--- src/rtl/wdt_trio_pkg.sv ---
// Shared constants and helpers for the triple watchdog block.
// Assumes a 6-bit byte address: bits 5..4 select a block, bits 3..0 the offset.
package wdt_trio_pkg;
    localparam int CH_N   = 3;
    localparam int CNT_W  = 16;
    localparam int ADDR_W = 6;
    localparam int DATA_W = 16;
    localparam int MASK_W = CH_N;

    localparam logic [3:0] OFF_CNT = 4'h0;
    localparam logic [3:0] OFF_LIM = 4'h4;
    localparam logic [3:0] OFF_STS = 4'h8;
    localparam logic [1:0] BLK_CTL = 2'd3;   // block holding the mask and device status

    // Exchange the two bytes of a halfword (the same for the read and write directions).
    function automatic logic [DATA_W-1:0] swap16(input logic [DATA_W-1:0] v);
        return {v[7:0], v[15:8]};
    endfunction
endpackage

--- src/rtl/wdt_chan.sv ---
// One watchdog channel: limit register, down-counter, running/expired flags
// and a one-cycle expiry pulse. Assumes ld_en and svc are never high together.
module wdt_chan #(
    parameter int CNT_W = 16
) (
    input  logic             clk,
    input  logic             rst_n,
    input  logic             tick,
    input  logic             ld_en,
    input  logic [CNT_W-1:0] ld_val,
    input  logic             svc,
    output logic [CNT_W-1:0] cnt,
    output logic [CNT_W-1:0] lim,
    output logic             run,
    output logic             exp,
    output logic             fire
);
    localparam logic [CNT_W-1:0] ONE = CNT_W'(1);

    // Counter state update: a load beats a service, and a service beats a tick.
    always_ff @(posedge clk) begin
        if (!rst_n) begin
            cnt  <= ONE;
            lim  <= ONE;
            run  <= 1'b0;
            exp  <= 1'b0;
            fire <= 1'b0;
        end else begin
            fire <= 1'b0;
            if (ld_en) begin
                lim <= ld_val;
                cnt <= ld_val;
                run <= 1'b1;
                exp <= 1'b0;
            end else if (svc && !exp) begin
                cnt <= lim;
            end else if (tick && run) begin
                if (cnt <= ONE) begin
                    cnt  <= '0;
                    run  <= 1'b0;
                    exp  <= 1'b1;
                    fire <= 1'b1;
                end else begin
                    cnt <= cnt - ONE;
                end
            end
        end
    end


    load_starts_chk: assert property (@(posedge clk) disable iff (!rst_n)
        ld_en |=> (run && !exp && cnt == $past(ld_val)));

    idle_hold_chk: assert property (@(posedge clk) disable iff (!rst_n)
        (!tick && !svc && !ld_en) |=> $stable(cnt));

    expired_zero_chk: assert property (@(posedge clk) disable iff (!rst_n)
        exp |-> (cnt == '0 && !run));

    expired_sticky_chk: assert property (@(posedge clk) disable iff (!rst_n)
        (exp && !ld_en) |=> exp);

    pulse_single_chk: assert property (@(posedge clk) disable iff (!rst_n)
        fire |=> !fire);
endmodule

--- src/rtl/wdt_regdec.sv ---
// Register decoder: turns bus strobes into per-channel load/service requests,
// mask writes and the combinational read mux. Assumes one strobe per cycle.
module wdt_regdec
    import wdt_trio_pkg::*;
(
    input  logic [ADDR_W-1:0]          addr,
    input  logic                       wr_hw,
    input  logic                       wr_b,
    input  logic                       rd,
    input  logic [DATA_W-1:0]          wdata,
    input  logic [CH_N-1:0][CNT_W-1:0] cnt_all,
    input  logic [CH_N-1:0][CNT_W-1:0] lim_all,
    input  logic [CH_N-1:0]            run_all,
    input  logic [CH_N-1:0]            exp_all,
    input  logic [MASK_W-1:0]          mask,
    output logic [CH_N-1:0]            ld_en,
    output logic [CNT_W-1:0]           ld_val,
    output logic [CH_N-1:0]            svc,
    output logic                       mask_we,
    output logic [MASK_W-1:0]          mask_val,
    output logic [DATA_W-1:0]          rdata
);
    logic [1:0] blk;
    logic [3:0] off;

    assign blk      = addr[5:4];
    assign off      = addr[3:0];
    assign ld_val   = swap16(wdata);
    assign mask_we  = wr_b && blk == BLK_CTL && off == OFF_CNT;
    assign mask_val = wdata[MASK_W-1:0];

    // Per-channel strobes for a limit write and a live-count read.
    always_comb begin
        for (int i = 0; i < CH_N; i++) begin
            ld_en[i] = wr_hw && blk == 2'(i) && off == OFF_LIM;
            svc[i]   = rd    && blk == 2'(i) && off == OFF_CNT;
        end
    end

    // Read mux over the channel blocks and the control block.
    always_comb begin
        rdata = '0;
        for (int i = 0; i < CH_N; i++) begin
            if (blk == 2'(i)) begin
                case (off)
                    OFF_CNT: rdata = swap16(cnt_all[i]);
                    OFF_LIM: rdata = swap16(lim_all[i]);
                    OFF_STS: rdata = {14'd0, exp_all[i], run_all[i]};
                    default: rdata = '0;
                endcase
            end
        end
        if (blk == BLK_CTL && off == OFF_CNT)
            rdata = {{(DATA_W-MASK_W){1'b0}}, mask};
    end
endmodule

--- src/rtl/wdt_trio.sv ---
// Top of the triple watchdog: three channels, the shared interrupt mask,
// the interrupt OR and the two reset pulses. Assumes tick is one cycle wide.
module wdt_trio
    import wdt_trio_pkg::*;
(
    input  logic              clk,
    input  logic              rst_n,
    input  logic              tick,
    input  logic [ADDR_W-1:0] bus_addr,
    input  logic              bus_wr_hw,
    input  logic              bus_wr_b,
    input  logic              bus_rd,
    input  logic [DATA_W-1:0] bus_wdata,
    output logic [DATA_W-1:0] bus_rdata,
    output logic              irq,
    output logic              cpu_rst,
    output logic              sys_rst
);
    logic [CH_N-1:0][CNT_W-1:0] cnt_all;
    logic [CH_N-1:0][CNT_W-1:0] lim_all;
    logic [CH_N-1:0]            run_all;
    logic [CH_N-1:0]            exp_all;
    logic [CH_N-1:0]            fire_all;
    logic [CH_N-1:0]            ld_en;
    logic [CH_N-1:0]            svc;
    logic [CNT_W-1:0]           ld_val;
    logic                       mask_we;
    logic [MASK_W-1:0]          mask_val;
    logic [MASK_W-1:0]          mask_q;

    wdt_regdec u_dec (
        .addr    (bus_addr),
        .wr_hw   (bus_wr_hw),
        .wr_b    (bus_wr_b),
        .rd      (bus_rd),
        .wdata   (bus_wdata),
        .cnt_all (cnt_all),
        .lim_all (lim_all),
        .run_all (run_all),
        .exp_all (exp_all),
        .mask    (mask_q),
        .ld_en   (ld_en),
        .ld_val  (ld_val),
        .svc     (svc),
        .mask_we (mask_we),
        .mask_val(mask_val),
        .rdata   (bus_rdata)
    );

    for (genvar g = 0; g < CH_N; g++) begin : g_ch
        wdt_chan #(.CNT_W(CNT_W)) u_ch (
            .clk   (clk),
            .rst_n (rst_n),
            .tick  (tick),
            .ld_en (ld_en[g]),
            .ld_val(ld_val),
            .svc   (svc[g]),
            .cnt   (cnt_all[g]),
            .lim   (lim_all[g]),
            .run   (run_all[g]),
            .exp   (exp_all[g]),
            .fire  (fire_all[g])
        );
    end

    // Shared interrupt mask register.
    always_ff @(posedge clk) begin
        if (!rst_n)       mask_q <= '0;
        else if (mask_we) mask_q <= mask_val;
    end

    assign irq     = |(exp_all & ~mask_q);
    assign cpu_rst = fire_all[1];
    assign sys_rst = fire_all[2];


    full_mask_quiet_chk: assert property (@(posedge clk) disable iff (!rst_n)
        (mask_q == '1) |-> !irq);

    cpu_rst_cause_chk: assert property (@(posedge clk) disable iff (!rst_n)
        cpu_rst |-> exp_all[1]);
endmodule

--- config.mk ---
export PLATFORM = sky130hd
export DESIGN_NAME = wdt_trio
export DESIGN_NICKNAME = d
export VERILOG_FILES = /design/src/rtl/wdt_trio_pkg.sv /design/src/rtl/wdt_chan.sv /design/src/rtl/wdt_regdec.sv /design/src/rtl/wdt_trio.sv
export SDC_FILE = /design/constraint.sdc
export NUM_CORES = 1
export LEC_CHECK = 0
export BUFFER_PORTS_ARGS = -buffer_cell sky130_fd_sc_hd__buf_2
export CORE_ASPECT_RATIO = 1.5
export CORE_MARGIN = 2
export CORE_UTILIZATION = 55
export DETAILED_ROUTE_END_ITERATION = 6
export PLACE_DENSITY = 0.79
export SYNTH_ARGS = -nofsm -noshare
export SYNTH_HDL_FRONTEND = slang
export SYNTH_SLANG_ARGS = --single-unit
--- constraint.sdc ---
create_clock -name clk -period 2.1 [get_ports clk]
set_input_delay 0.21 -clock clk [delete_from_list [all_inputs] [get_ports clk]]
set_output_delay 0.21 -clock clk [all_outputs]
set_load 0.1 [all_outputs]
==> flow_summary.ini, run 1 <==
[outcome]
status = complete, no violations

[floorplanning]
row_count = 48
die_x_um = 92.8
ioPinCount = 47
initial_core_util_pct = 56.4
die_h_um = 137
coreArea_um2 = 11500
die-area_um2 = 12700

[timing]
post-route-min-period_ps = 2100
hold_violations = 0
clock_skew_ps = 9.35
final-max-slew-violation-count = 0
fin_tns_setup_ps = 0
tightest_slew_ps = 650
slew_headroom_pct = 56.5
timing.final.crit_share_pct = 99.9
setup_violations = 0
whs_ps = 176
rsz0062_at_grt = true
max_freq_ghz = 0.477

[synth]
synth_area_um2 = 6500
ys_ff_latch = 107
synth_cells = 876
ys_seq_area_share_pct = 32.9
yosysUniqueCellTypes = 71
synth_edf_count = 0
synthFlopType = dfxtp_1
syn-num-nets = 910
ys_warn_count = 0
ys_async_sr_fraction_pct = 0
syn_avg_cell_area_um2 = 7.42

[layout]
layout_commonest_cell = nand2_1
drive_gt1_share_pct = 27.2
stdcell_count = 1169
num_antenna_cells = 0
layout.nets = 1048
final_cell_area_um2 = 8550
syn2layout_area_growth_pct = 31.5
mostFrequentLayoutCells = nand2_1 (176), buf_4 (137), a21oi_1 (103), dfxtp_1 (103), nor2_1 (65)

[detailed_routing]
drt-pass1-iter-count = 6
route.vias.total = 7583
via_per_inst = 6.49
drc = 0
routed_wirelength_mm = 25.5
wl_per_cell_um = 21.8
drtAntennaViolNets = 0
drt_iter0_markers = 878

[critical_path]
cp.required_ps = 1890
critical_path_peak_fanout = 5
worst_path_largest_cell_delay_ps = 370
endpoint_kind = primary output
worst_setup_path_start_kind = input pin
cp.arrival_ps = 1890
worst-setup-path-type = input pin to primary output
path_cells = buf_2 -> buf_4 -> nor4b_4 -> buf_4 -> a221oi_1 -> nor3_2 -> a21oi_1 -> nor2_4 -> buf_12
reg2reg_setup_slack_ps = 50
cpMostUsedCell = buf_4
cp_slowest_cell = nor4b_4

[job]
drv_cap = 0

[cts]
clock-sinks = 107
cts_buffers = 9
clockRootBuffer = clkbuf_16
cts.clk_slew.worst_paths_ps = 80
cts_tree = done
cts_buffer_depth = 2
ctsHoldBuffers = 0
insertion_delay_ps = 350
cts.htree.levels = 3

[power]
finalPower_uw = 4430
leakage_uw = 0.00329
p_per_area_nw_per_um2 = 518
max-vdd-ir-drop_mv = 0.352

[grt]
grt_overflow = 0
grt_max_degree = 42
track_usage_pct = 39.9
antenna_found_initial = 0
grt_pass1_wl_mm = 39.0
first_global_vias = 7167

[placement]
placed_cell_area_um2 = 8080
gp_congestion = 1.01
io_buffers = 46
dp_cells = 1147
dpl.hpwl_mm = 19.4

[min_path]
holdCritPathClass = input pin to register
power by group:
| group | switching, µW | internal, µW |
|---|---|---|
| Clock | 809 | 851 |
| Combinational | 462 | 261 |
| Sequential | 7.70 | 2040 |
| Total | 1280 | 3150 |
final timing paths:
check | from | end | depth (start not counted)
min reg2reg | g_ch[1].u_ch.lim[14] | g_ch[1].u_ch.lim[14] | 2
min | bus_wdata[2] | g_ch[2].u_ch.lim[10] | 3
max reg2reg | g_ch[2].u_ch.cnt[8] | g_ch[2].u_ch.cnt[5] | 6
max | bus_addr[0] | bus_rdata[10] | 9
sequential cells by signal (all words and copies together), names as in the netlist:
register        count
g_ch.u_ch.cnt      48
g_ch.u_ch.lim      48
g_ch.u_ch.exp       3
g_ch.u_ch.run       3
mask_q              3
g_ch.u_ch.fire      2
per-stage QoR:
step | worst slack, ps | util (%)
finish | 1.57 | 74.1
global route | -20.2 | 74.1
CTS | 3.43 | 72.8
detailed placement | -151 | 70.0
global placement | -110 | 70.0
floorplan | -266 | -
cell usage after synthesis, types with 16 or more instances:
library cell | instances | area, µm²
o22ai_1 | 16 | 100
nor2_1 | 70 | 263
nor3_1 | 33 | 165
buf_2 | 17 | 85.1
a21oi_1 | 106 | 531
nand3_1 | 25 | 125
o21ai_0 | 42 | 210
nand2_1 | 176 | 661
clkbuf_1 | 36 | 135
dfxtp_1 | 107 | 2140
mux2i_1 | 30 | 300
cell type report:
class / instances / area (µm²)
clock inverter: 4 / 33.8
inverter: 10 / 37.5
timing repair buffer: 187 / 1570
sequential: 107 / 2150
fill: 926 / 2980
tap: 150 / 188
multi-input combinational: 699 / 4330
clock buffer: 12 / 246
what timing repair did:
| action | in CTS | in global routing |
|---|---|---|
| gates cloned | 0 | 1 |
| pin swaps | 2 | 11 |
| resized for setup | 9 | 32 |
| setup buffers | 0 | 5 |
| endpoints found under the setup margin | 25 | 34 |
kinds of logic after synthesis:
kind of cell             Yosys count  synth area share (%)
AND/OR/NAND/NOR                  377                  27.2
flip-flops                       107                  32.9
multiplexers                      40                  6.52
adder cells (fa/ha/maj)            6                  1.15
XOR/XNOR                           3                 0.404
AO/OA/AOI/OAI                    273                  26.7
buffers and inverters             70                  5.06
worst max-delay path: cells and delay by family:
| family | cells | cell delay (ps) |
|---|---|---|
| AO/OA/AOI/OAI | 2 | 210 |
| AND/OR/NAND/NOR | 3 | 760 |
| buffers and inverters | 4 | 680 |
routing by layer:
| layer | vias to the layer above | global-route usage (%) | routed length [µm] | share of wire, % |
|---|---|---|---|---|
| met3 | 129 | 7.49 | 2340 | 9.2 |
| met4 | 0 | 27.8 | 1920 | 7.5 |
| met2 | 493 | 66.5 | 12100 | 48 |
| met5 | - | 0 | 0 | 0 |
| li1 | 3484 | - | - | - |
| met1 | 3477 | 45.9 | 9100 | 36 |
No activity file was read; power rests on OpenSTA's default activity.
==> inputs of run 2 (changes only) <==
--- a/config.mk
+++ b/config.mk
@@ -11,6 +11,7 @@
 export CORE_UTILIZATION = 55
 export DETAILED_ROUTE_END_ITERATION = 6
 export PLACE_DENSITY = 0.79
+export REMOVE_ABC_BUFFERS = 1
 export SYNTH_ARGS = -nofsm -noshare
 export SYNTH_HDL_FRONTEND = slang
 export SYNTH_SLANG_ARGS = --single-unit
==> run 2 against run 1 <==
The run now ends with DRC, setup timing left. Worst setup slack got worse by 52 ps. Sequential power about the same. Count of clock-buffer cells in the layout decreased by 3. Sequential share of layout area decreased by 0.26 points. Final cell count increased by 1.2%. Register-to-register slack got worse by 80 ps. Critical path depth unchanged. Non-clock buffer count increased by 14. Total power increased by 4.9%. Highest routed layer unchanged.
==> flow_summary.ini, run 2 (synthesis gave the netlist of run 1 again) <==
[timing]
final-max-slew-violation-count = 0
tightest_slew_ps = 610
post-route-min-period_ps = 2150
fin_tns_setup_ps = -175
setup_violations = 6
max_freq_ghz = 0.465
rsz0062_at_grt = true
hold_violations = 0
whs_ps = 162
clock_skew_ps = 7.63
timing.final.crit_share_pct = 102
slew_headroom_pct = 59.3
setup_ws_ps = -50.6

[floorplanning]
die_h_um = 137
ioPinCount = 47
die-area_um2 = 12700
row_count = 48
die_x_um = 92.8
initial_core_util_pct = 56.4
coreArea_um2 = 11500

[cts]
insertion_delay_ps = 360
ctsHoldBuffers = 0
cts.clk_slew.worst_paths_ps = 80
cts_buffer_depth = 2
cts_tree = done
cts_buffers = 9
clockRootBuffer = clkbuf_16
clock-sinks = 107
cts.htree.levels = 3

[critical_path]
worst_setup_path_start_kind = input pin
cp.arrival_ps = 1940
reg2reg_setup_slack_ps = -30
endpoint_kind = primary output
cp.required_ps = 1890
worst-setup-path-type = input pin to primary output
critical_path_peak_fanout = 8

[placement]
dpl.hpwl_mm = 19.2
dp_slack_ps = -112
io_buffers = 46
gp_congestion = 0.966

[layout]
drive_gt1_share_pct = 26.7
mostFrequentLayoutCells = nand2_1 (174), buf_4 (147), dfxtp_1 (104), a21oi_1 (102), nor2_1 (70)
syn2layout_area_growth_pct = 32.7
layout.nets = 1062
num_antenna_cells = 0
layout_commonest_cell = nand2_1
reg_top3 = g_ch.u_ch.cnt x48, g_ch.u_ch.lim x48

[power]
max-vdd-ir-drop_mv = 0.334
p_per_area_nw_per_um2 = 538
leakage_uw = 0.00338

[grt]
first_global_vias = 7592
grt_pass1_wl_mm = 40.0
antenna_found_initial = 0
use_met2_pct = 68.8
grt_max_degree = 73
track_usage_pct = 41.0
busiest_layer = met2
grtUsageMet3_pct = 5.85
grt_overflow = 0
met1_usage_pct = 47.0

[detailed_routing]
route.vias.total = 7921
drt_iter0_markers = 1046
wl_per_cell_um = 22.4
drtAntennaViolNets = 0
drc = 4
drt-pass1-iter-count = 7
routed_wirelength_mm = 26.6
via_per_inst = 6.70

[job]
drv_cap = 0

[min_path]
holdCritPathClass = input pin to register

[outcome]
status = complete, but fails checks
violations = DRC, setup timing
==> run 2: changes by cell type in the layout (fill, tap and decap cells not counted), moves of 3 or more <==
| cell | previous run | this run |
|---|---|---|
| buf_4 | 137 | 147 |
| o21a_1 | 5 | 13 |
| o21a_4 | 8 | 0 |
| nor2_1 | 65 | 70 |
| buf_6 | 1 | 5 |
| nor2_4 | 6 | 2 |
| nor3_1 | 27 | 31 |
| nor3_2 | 8 | 5 |
==> run 2: repair_timing <==
| item | 4_1_cts | 5_1_grt |
|---|---|---|
| endpoints found under the setup margin | 12 | 36 |
| pin swaps | 1 | 13 |
| gates cloned | 0 | 0 |
| buffers inserted | 2 | 8 |
| resized for setup | 6 | 41 |
==> run 2: critical path: stages <==
cell     delay [ps]
buf_6           100
or3_4           420
nor2_4          200
buf_12          150
a221o_1         210
a21oi_1         100
nor3_1          190
buf_4           180
buf_12          170
==> run 2: path summary, 6_finish.rpt <==
kind | end | from | cells after the start
setup / recovery | bus_rdata[7] | bus_addr[3] | 9
hold / removal | g_ch[2].u_ch.lim[10] | bus_wdata[2] | 3
setup reg to reg | g_ch[2].u_ch.cnt[6] | g_ch[2].u_ch.cnt[0] | 8
hold reg to reg | g_ch[1].u_ch.lim[12] | g_ch[1].u_ch.lim[12] | 2
==> run 2: cell type report <==
type	count	area, µm²
clock buffers	9	225
clock inverters	7	97.6
fillers	876	2900
inverters	10	37.5
multi-input cells	699	4220
flip-flops and latches	107	2150
well taps	150	188
repair buffers	201	1720
==> run 2: metal layers <==
metal  wire length (µm)  part of all wire (%)
met1               9230                    35
met2              12600                    47
met4               2150                   8.1
met3               2610                   9.8
met5                  0                     0
==> run 2: power breakdown <==
part | total (µW) | leakage, µW | internal, µW | switching [µW]
registers | 2040 | 0.000863 | 2040 | 7.90
logic | 711 | 0.00236 | 258 | 453
clock network | 1890 | 0.000152 | 1050 | 835
==> run 2: per-stage QoR <==
stage | total power, µW | instance area (µm²) | std cells | utilization (%)
6_report | 4640 | 8630 | 1183 | 74.9
5_1_grt | 4730 | 8630 | 1183 | 74.9
4_1_cts | 4570 | 8400 | 1175 | 72.9
3_5_place_dp | 2730 | 8030 | 1157 | 69.6
3_3_place_gp | 2730 | 8030 | 1157 | 69.6
2_1_floorplan | 2380 | 6210 | 816 | -
